**src/rtl/mbx_pkg.sv**
```systemverilog
package mbx_pkg;
    typedef enum logic {
        CH_EMPTY = 1'b0,
        CH_FULL  = 1'b1
    } chan_state_e;

    typedef enum logic {
        IRQ_IDLE = 1'b0,
        IRQ_PEND = 1'b1
    } irq_state_e;
endpackage

```
**src/rtl/mbx_channel.sv**
```systemverilog
module mbx_channel
    import mbx_pkg::*;
#(
    parameter int DATA_W = 8
) (
    input  logic              clk,
    input  logic              rst_n,
    input  logic              wr,
    input  logic [DATA_W-1:0] wdata,
    input  logic              rd,
    output logic [DATA_W-1:0] rdata,
    output logic              full,
    output logic              empty,
    output logic              drained
);
    chan_state_e       state_q, state_d;
    logic [DATA_W-1:0] hold_q;

    // state register
    always_ff @(posedge clk) begin
        if (!rst_n) state_q <= CH_EMPTY;
        else        state_q <= state_d;
    end

    // transitions: DEPOSIT, REFILL, DRAIN
    always_comb begin
        state_d = state_q;
        unique case (state_q)
            CH_EMPTY: if (wr) state_d = CH_FULL;                 // DEPOSIT
            CH_FULL: begin
                if (wr)      state_d = CH_FULL;                  // REFILL
                else if (rd) state_d = CH_EMPTY;                 // DRAIN
            end
            default: state_d = CH_EMPTY;
        endcase
    end

    // holding register, written on every write
    always_ff @(posedge clk) begin
        if (!rst_n)  hold_q <= '0;
        else if (wr) hold_q <= wdata;
    end

    // outputs
    always_comb begin
        full    = (state_q == CH_FULL);
        empty   = (state_q == CH_EMPTY);
        drained = rd && (state_q == CH_FULL);
        rdata   = hold_q;
    end
endmodule

```
**src/rtl/mbx_irq.sv**
```systemverilog
module mbx_irq
    import mbx_pkg::*;
(
    input  logic clk,
    input  logic rst_n,
    input  logic set,
    input  logic clr,
    input  logic en,
    output logic irq
);
    irq_state_e state_q, state_d;

    always_ff @(posedge clk) begin
        if (!rst_n) state_q <= IRQ_IDLE;
        else        state_q <= state_d;
    end

    // transitions: ARM, ACK, MASK
    always_comb begin
        state_d = state_q;
        unique case (state_q)
            IRQ_IDLE: if (set && en) state_d = IRQ_PEND;         // ARM
            IRQ_PEND: begin
                if (!en)                state_d = IRQ_IDLE;      // MASK
                else if (clr && !set)   state_d = IRQ_IDLE;      // ACK
            end
            default: state_d = IRQ_IDLE;
        endcase
    end

    always_comb begin
        irq = (state_q == IRQ_PEND) && en;
    end
endmodule

```
**src/rtl/cmd_mailbox.sv**
```systemverilog
module cmd_mailbox #(
    parameter int DATA_W = 8
) (
    input  logic              clk,
    input  logic              rst_n,
    input  logic              host_wr,
    input  logic [DATA_W-1:0] host_wdata,
    input  logic              host_rd,
    output logic [DATA_W-1:0] host_rdata,
    input  logic              host_irq_en,
    input  logic              loc_wr,
    input  logic [DATA_W-1:0] loc_wdata,
    input  logic              loc_rd,
    output logic [DATA_W-1:0] loc_rdata,
    output logic              h2l_empty,
    output logic              h2l_full,
    output logic              l2h_full,
    output logic              l2h_empty,
    output logic              loc_irq,
    output logic              host_irq
);
    logic h2l_drained, l2h_drained;

    // host-to-local channel
    mbx_channel #(.DATA_W(DATA_W)) u_h2l (
        .clk(clk), .rst_n(rst_n),
        .wr(host_wr), .wdata(host_wdata), .rd(loc_rd),
        .rdata(loc_rdata), .full(h2l_full), .empty(h2l_empty),
        .drained(h2l_drained)
    );

    // local-to-host channel
    mbx_channel #(.DATA_W(DATA_W)) u_l2h (
        .clk(clk), .rst_n(rst_n),
        .wr(loc_wr), .wdata(loc_wdata), .rd(host_rd),
        .rdata(host_rdata), .full(l2h_full), .empty(l2h_empty),
        .drained(l2h_drained)
    );

    mbx_irq u_loc_irq (
        .clk(clk), .rst_n(rst_n),
        .set(host_wr), .clr(h2l_drained), .en(1'b1), .irq(loc_irq)
    );

    mbx_irq u_host_irq (
        .clk(clk), .rst_n(rst_n),
        .set(loc_wr), .clr(l2h_drained), .en(host_irq_en), .irq(host_irq)
    );
endmodule

```
**config.mk**
```make
export PLATFORM = sky130hd
export DESIGN_NAME = cmd_mailbox
export DESIGN_NICKNAME = d
export VERILOG_FILES = /design/src/rtl/mbx_pkg.sv /design/src/rtl/mbx_channel.sv /design/src/rtl/mbx_irq.sv /design/src/rtl/cmd_mailbox.sv
export SDC_FILE = /design/constraint.sdc
export NUM_CORES = 1
export LEC_CHECK = 0
export BUFFER_PORTS_ARGS = -buffer_cell sky130_fd_sc_hd__buf_4
export CORE_ASPECT_RATIO = 1.25
export CORE_MARGIN = 2
export CORE_UTILIZATION = 44
export CTS_CLUSTER_SIZE = 16
export DETAILED_ROUTE_END_ITERATION = 16
export PLACE_DENSITY = 0.84
export SLEW_MARGIN = 0
export SYNTH_ARGS = -nofsm -noshare
export SYNTH_HDL_FRONTEND = slang
export SYNTH_SLANG_ARGS = --single-unit
```
**constraint.sdc**
```tcl
create_clock -name clk -period 1.4 [get_ports clk]
set_input_delay 0.07 -clock clk [delete_from_list [all_inputs] [get_ports clk]]
set_output_delay 0.07 -clock clk [all_outputs]
set_load 0.1 [all_outputs]
```
* Word-level counts from Yosys, hierarchy flattened
Index checks and enable logic that the tools add are counted.
Cells by class: muxes and demuxes 14, bitwise gates (word level) 4, reduce and logical (&&, ||, !) cells 8
Operator list (count):
- $mux W1 | 10
- $pmux W1 S2 | 4
- $logic_and A1 B1 Y1 | 6
- $not A1 Y1 | 4
- $logic_not A1 Y1 | 2
Word-level totals: register bits 20, input bits 23, output and inout bits 22, logic and storage cells 32

* Longest topological paths before layout
Gate-level depths: netlist (run 1).
word-level depth 5, gate-level depth with buffers 3, depth with buffers taken out 2

* Cells and area by module
From an unflattened synthesis (run 1), not the netlist that was laid out.
Unflattened totals: cell total of the unflattened synthesis 69, area total of the unflattened synthesis 782.0 sq um
By module, submodules not included:
- mbx_channel | times used 2, cells an instance 30, area an instance 345.3 sq um, seq. area each 180.2 sq um
- mbx_irq | times used 2, cells an instance 4, area an instance 43.8 sq um, seq. area each 20.0 sq um
- cmd_mailbox | times used 1, cells an instance 1, area an instance 3.8 sq um, seq. area each 0.0 sq um

* Worst setup path after synthesis (run 1)
Ideal clock, no wire load.
kind register -> output, from reg u_h2l.state_q (netlist: u_h2l.full), to out h2l_empty, arrival 1646 ps, required time 1330 ps, setup slack -316 ps, cell stages (with the launch flop) 2, buffers on the path 0, cell sequence dfxtp_1 -> inv_1
On the way: longest elaborated chain between the ends 1
RTL lines:
- start, declared | RTL line mbx_channel.sv:16 | chan_state_e state_q, state_d;
- start signal, assigned | RTL line mbx_channel.sv:22 | else state_q <= state_d;
- $not A1 Y1 | RTL line mbx_channel.sv:47 | empty = (state_q == CH_EMPTY);
- end, declared | RTL line cmd_mailbox.sv:15 | output logic h2l_empty,
No other way between the ends.

* Worst setup path in the final report (run 1)
from in host_irq_en, to out host_irq
On the way: longest elaborated chain between the ends 1
RTL lines:
- start, declared | RTL line cmd_mailbox.sv:10 | input logic host_irq_en,
- $logic_and A1 B1 Y1 | RTL line mbx_irq.sv:32 | irq = (state_q == IRQ_PEND) && en;
- end, declared | RTL line cmd_mailbox.sv:20 | output logic host_irq
No other way between the ends.

==> flow_summary.toml, run 1 <==
[synth]
yosysWarnings = 0
yosys_register_bits = 20
ys_types = 15
syn_inst = 68
syn_area_um2 = 767
yosysSeqAreaShare_pct = 52.2
syn_nets = 91
syn_area_per_cell_um2 = 11.3

[sta]
setup_tns_ns = 0
slew_headroom_pct = 81.4
setup_viol = 0
finalMaxSlewViolations = 0
rsz0062_at_grt = "false"
hold_viol = 0
period_share_pct = 82.6
tightest_slew_ns = 0.282
period_minus_slack_ns = 1.16
fin_skew_ns = 0.000524
max_freq_ghz = 0.865

[floorplanning]
core_area_mm2 = 0.00160
die_h_um = 50.7
num_io_pins = 45
die_area_mm2 = 0.00210
start_util_pct = 47.9
die-width_um = 41.3
rows = 16

[worst_setup_path]
timing.rr.start = "u_h2l.full"
crit_top_cell = "buf_4"
crit_arrival_ns = 1.09
r2r_cells = 2
end_kind = "output port"
crit_path_max_incr_delay_ns = 0.54
cp_data_required_time_ns = 1.33
rrSetupSlack_ns = 0.63
r2r_end = "u_h2l.full"
worstPathMaxFanout = 2
path_cells = "dlygate4sd3_1 -> buf_4 -> and2_1 -> buf_4"
slowest_stage = "dlygate4sd3_1"
start_kind = "primary input"
critical_path_class = "in -> out"

[global_route]
grt_max_degree = 21
gr-total-overflow = 0
globalRoute.busiestLayer = "met2"
antenna_found_initial = 0
track_usage_pct = 16.2
grtUsageMet3_pct = 2.65
grt_pass1_wl_um = 2330
grt_pass1_vias = 608
globalRouteMet2Util_pct = 26.6
grt_use_met1_pct = 18.3

[place]
place.gp.congestion = 0.666
place_inst = 126
dpl-instance-area_mm2 = 0.00109
hpwl_um = 1100
portBuffers = 44

[final_layout]
instances_no_fill = 131
final_area_mm2 = 0.00114
drive_gt1_share_pct = 44.2
areaGrowthSynthToFinish_pct = 48.3
diodes = 0
fin_nets = 138

[cts]
clk_latency_ns = 0.29
cts_inserted_buffers = 3
clkSinkCount = 20
clockBufferDepth = 2
ctsResizeCount = 0
cts_tree = "yes"
root_buffer = "clkbuf_4"
cts.clk_slew.worst_paths_ns = 0.10
htree_levels = 1

[drt]
wl_um = 1450
dr.pass1.iters = 2
drc = 0
drt_iter0_drc = 4
post_drt_wl_per_cell_um = 11.1
via_per_inst = 4.71
vias = 617
ant_nets = 0

[pwr]
p_sw_share_pct = 37.9
intPower_mw = 0.834
powerDensity_mw_per_mm2 = 1180
clkPwrFrac_pct = 19.2
ir_worst_vdd_mv = 0.691
p_sw_mw = 0.510
total_power_mw = 1.34
leakagePower_nw = 0.568
p_comb_share_pct = 34.4
power_frac_seq_pct = 46.4

[run_status]
status = "finished, final reports clean"

[worst_hold_path]
hold_depth = 3
hold_class = "in -> reg"
min_to = "u_h2l.rdata[2]"
min_from = "host_wdata[2]"

[job]
maxCapViolCount = 0
## stage by stage
step / hold WS [ns] / utilization, % / setup slack, ns
final: 0.0304 / 71.0 / 0.243
after global routing: 0.0406 / 71.0 / 0.214
after CTS: 0.0221 / 71.0 / 0.238
after detailed placement: 0.277 / 68.4 / 0.636
after global placement: 0.270 / 68.4 / 0.641
after floorplan: 0.177 / - / 0.0493
## cells by family after synthesis
group                  Yosys count  share of synthesized area, %
DFF                             20                          52.2
and+or+nand+nor                 19                          15.7
muxes                           16                          20.9
buffers and inverters            7                          5.55
AOI/OAI and AO/OA                6                          5.71
## placed cells by master, fill, tap and decap left out
master,netlist,routed
buf_4,0,44
dfxtp_1,20,18
nor2b_1,17,17
mux2i_1,16,16
clkbuf_4,0,3
inv_1,3,2
dlygate4sd3_1,0,2
dfxtp_2,0,2
clkinvlp_4,0,1
o21a_1,1,1
or2b_1,1,1
a21boi_1,1,1
a21boi_0,1,1
o211a_1,1,1
o21ai_0,1,1
a31oi_1,1,1
and2_1,1,1
## power by group through the flow
stage | logic [mW] | clock network (mW) | registers (mW)
detailed placement | 0.461 | 0 | 0.636
finish | 0.462 | 0.258 | 0.623
floorplan | 0.111 | 0 | 0.874
global route | 0.483 | 0.291 | 0.628
global placement | 0.457 | 0 | 0.635
CTS | 0.466 | 0.273 | 0.624
## cell type report
class	count	area [um^2]
Sequential cell	20	403
Inverter	3	15.0
Multi-Input combinational cell	41	324
Tap cell	18	22.5
Timing Repair Buffer	46	350
Fill cell	130	464
Clock buffer	3	22.5
## critical path: cells and delay by family
kind	cells	cell delay (ns)
and+or+nand+nor	1	0.12
buffers and inverters	3	0.89
## state kept, by name, indices dropped and copies added, names as in the netlist
name                count
u_host_irq.state_q      1
u_l2h.rdata             8
u_l2h.full              1
u_h2l.rdata             8
u_h2l.full              1
u_loc_irq.state_q       1
## cells in the mapped netlist
library cell / n / area share, %
a21boi_0: 1 / 0.98
a21boi_1: 1 / 0.98
a31oi_1: 1 / 0.82
and2_1: 1 / 0.82
buf_2: 1 / 0.65
buf_6: 2 / 2.9
clkbuf_1: 1 / 0.49
dfxtp_1: 20 / 52
inv_1: 3 / 1.5
mux2i_1: 16 / 21
nor2b_1: 17 / 14
o211a_1: 1 / 1.3
o21a_1: 1 / 0.98
o21ai_0: 1 / 0.65
or2b_1: 1 / 0.98
## layer usage
metal  share of wire (%)  up-vias
li1                    -      317
met1                  43      264
met2                  44       34
met3                  12        2
met4                0.90        0
met5                   0        -
## repair_timing
action | CTS | global route
buffers inserted | 0 | 0
hold buffers | 2 | 0
hold endpoints to repair | 2 | 0
## worst max path at each step
stage,start,end,slack [ns],cells after the start
floorplan,u_l2h.full,l2h_empty,0.05,1
global placement,u_host_irq.state_q,host_irq,0.64,2
detailed placement,u_host_irq.state_q,host_irq,0.64,2
CTS,host_irq_en,host_irq,0.24,4
global route,host_irq_en,host_irq,0.21,4
finish,host_irq_en,host_irq,0.24,4
No activity file was read; power rests on OpenSTA's default activity.
==> run 2, diff against run 1 <==
Settings changed: CORE_UTILIZATION 44 to 41, PLACE_DENSITY 0.84 to 0.79.
Clock period 1.4 ns to 1.2 ns, I/O delays scaled along.
==> run 2 against run 1 <==
Net effect: clock power increased by 45%; critical path type unchanged; worst setup slack worse by 0.19 ns; final cell count up 1.5%; core utilization is 4.4 points lower; wire length is 4.9% higher; die area increased by 6.7%; first-iteration DRC count shrank 25%; critical endpoint unchanged; critical path depth is the same; hold slack worse by 0.012 ns.
==> flow_summary.toml, run 2 (synthesized netlist as in run 1, its figures left out) <==
[global_route]
grt_pass1_wl_um = 2360
gr-total-overflow = 0
antenna_found_initial = 0
grt_max_degree = 21
grt_pass1_vias = 584
track_usage_pct = 13.8

[final_layout]
final_common_cell = "buf_4"
mostFrequentLayoutCells = "buf_4, dfxtp_2, nor2b_1, mux2i_1, clkbuf_4"
drive_gt1_share_pct = 59.6
fin_nets = 138
diodes = 0
final_area_mm2 = 0.00118
areaGrowthSynthToFinish_pct = 53.3

[place]
dpl-instance-area_mm2 = 0.00112
portBuffers = 44
place_ws_ns = 0.427
place.gp.congestion = 0.647

[floorplanning]
rows = 17
die_area_mm2 = 0.00223
die_h_um = 52.4
die-width_um = 42.7
num_io_pins = 45
start_util_pct = 43.4
core_area_mm2 = 0.00177

[worst_setup_path]
crit_path_max_incr_delay_ns = 0.54
start_kind = "primary input"
end_kind = "output port"
crit_buf_inv = 3
crit_arrival_ns = 1.09
critical_path_class = "in -> out"
slowest_stage = "dlygate4sd3_1"
cp_data_required_time_ns = 1.14
crit_top_cell = "buf_4"
cp_top_family = "buffers and inverters"
path_cells = "dlygate4sd3_1 -> buf_4 -> and2_1 -> buf_4"
worstPathMaxFanout = 2

[sta]
holdWs_ns = 0.0188
finalMaxSlewViolations = 0
rsz0062_at_grt = "false"
period_minus_slack_ns = 1.15
period_share_pct = 95.9
setup_slack_ns = 0.0490
tightest_slew_ns = 0.283
setup_tns_ns = 0
setup_viol = 0
max_freq_ghz = 0.869
hold_viol = 0
fin_skew_ns = 0.000936
slew_headroom_pct = 81.3

[drt]
drc = 0
post_drt_wl_per_cell_um = 11.4
dr.pass1.iters = 3
vias = 624
drt_iter0_drc = 3
via_per_inst = 4.69
ant_nets = 0
wl_um = 1520

[run_status]
status = "finished, final reports clean"

[cts]
clkSinkCount = 20
ctsResizeCount = 0
post_cts_buffers = 0
cts_inserted_buffers = 3
cts_tree = "yes"
clk_latency_ns = 0.28
htree_levels = 1
root_buffer = "clkbuf_4"
cts.clk_slew.worst_paths_ns = 0.11
clockBufferDepth = 2

[pwr]
powerDensity_mw_per_mm2 = 1400
leakagePower_nw = 0.581
ir_worst_vdd_mv = 0.986

[job]
maxCapViolCount = 0

[worst_hold_path]
hold_class = "in -> reg"
==> run 2: changes by cell type in the layout (fill, tap and decap cells not counted) <==
cell / previous run / this run
dfxtp_1: 18 / 1
dfxtp_4: 0 / 1
clkbuf_8: 0 / 1
dfxtp_2: 2 / 18
==> run 2: worst min-delay path, stage by stage <==
cell     delay, ns
buf_4         0.08
mux2i_1       0.05
nor2b_1       0.09
==> run 2: path summary, 6_finish.rpt <==
path | startpoint | to | slack [ns] | depth (start not counted)
worst max-delay path | host_irq_en | host_irq | 0.05 | 4
worst min-delay path | host_wdata[2] | u_h2l.rdata[2] | 0.02 | 3
worst max register to register | u_h2l.full | u_h2l.full | 0.42 | 2
worst min register to register | u_h2l.full | u_loc_irq.state_q | 0.47 | 1
==> run 2: cell type report <==
cell class	instances	area [um^2]
fill	158	589
sequential	20	427
timing repair buffer	46	350
multi-input combinational	41	324
clock buffer	4	36.3
tap	19	23.8
inverter	3	15.0
==> run 2: timing repair <==
item                       in CTS  in global routing
hold buffers                    2                  0
hold endpoints to repair        2                  0
setup endpoints to repair       0                  0
==> run 2: report_power, final <==
| part | total [mW] | internal, mW | switching, mW |
|---|---|---|---|
| combinational | 0.540 | 0.152 | 0.389 |
| clock | 0.375 | 0.185 | 0.190 |
| sequential | 0.733 | 0.710 | 0.0227 |
| total | 1.65 | 1.05 | 0.602 |
==> run 2: stage by stage <==
| step | util (%) | cells | total power [mW] |
|---|---|---|---|
| CTS | 66.6 | 133 | 1.67 |
| global placement | 63.4 | 127 | 1.28 |
| floorplan | - | 68 | 1.16 |
| finish | 66.6 | 133 | 1.65 |
| global route | 66.6 | 133 | 1.71 |
| detailed placement | 63.4 | 127 | 1.29 |
==> run 2: per-layer routing <==
| layer | part of all wire (%) | global-route usage (%) | vias up |
|---|---|---|---|
| li1 | - | - | 313 |
| met5 | 0 | 0 | - |
| met4 | 0.33 | 4.69 | 0 |
| met1 | 39 | 14.8 | 276 |
| met2 | 50 | 26.5 | 33 |
| met3 | 10 | 2.41 | 2 |
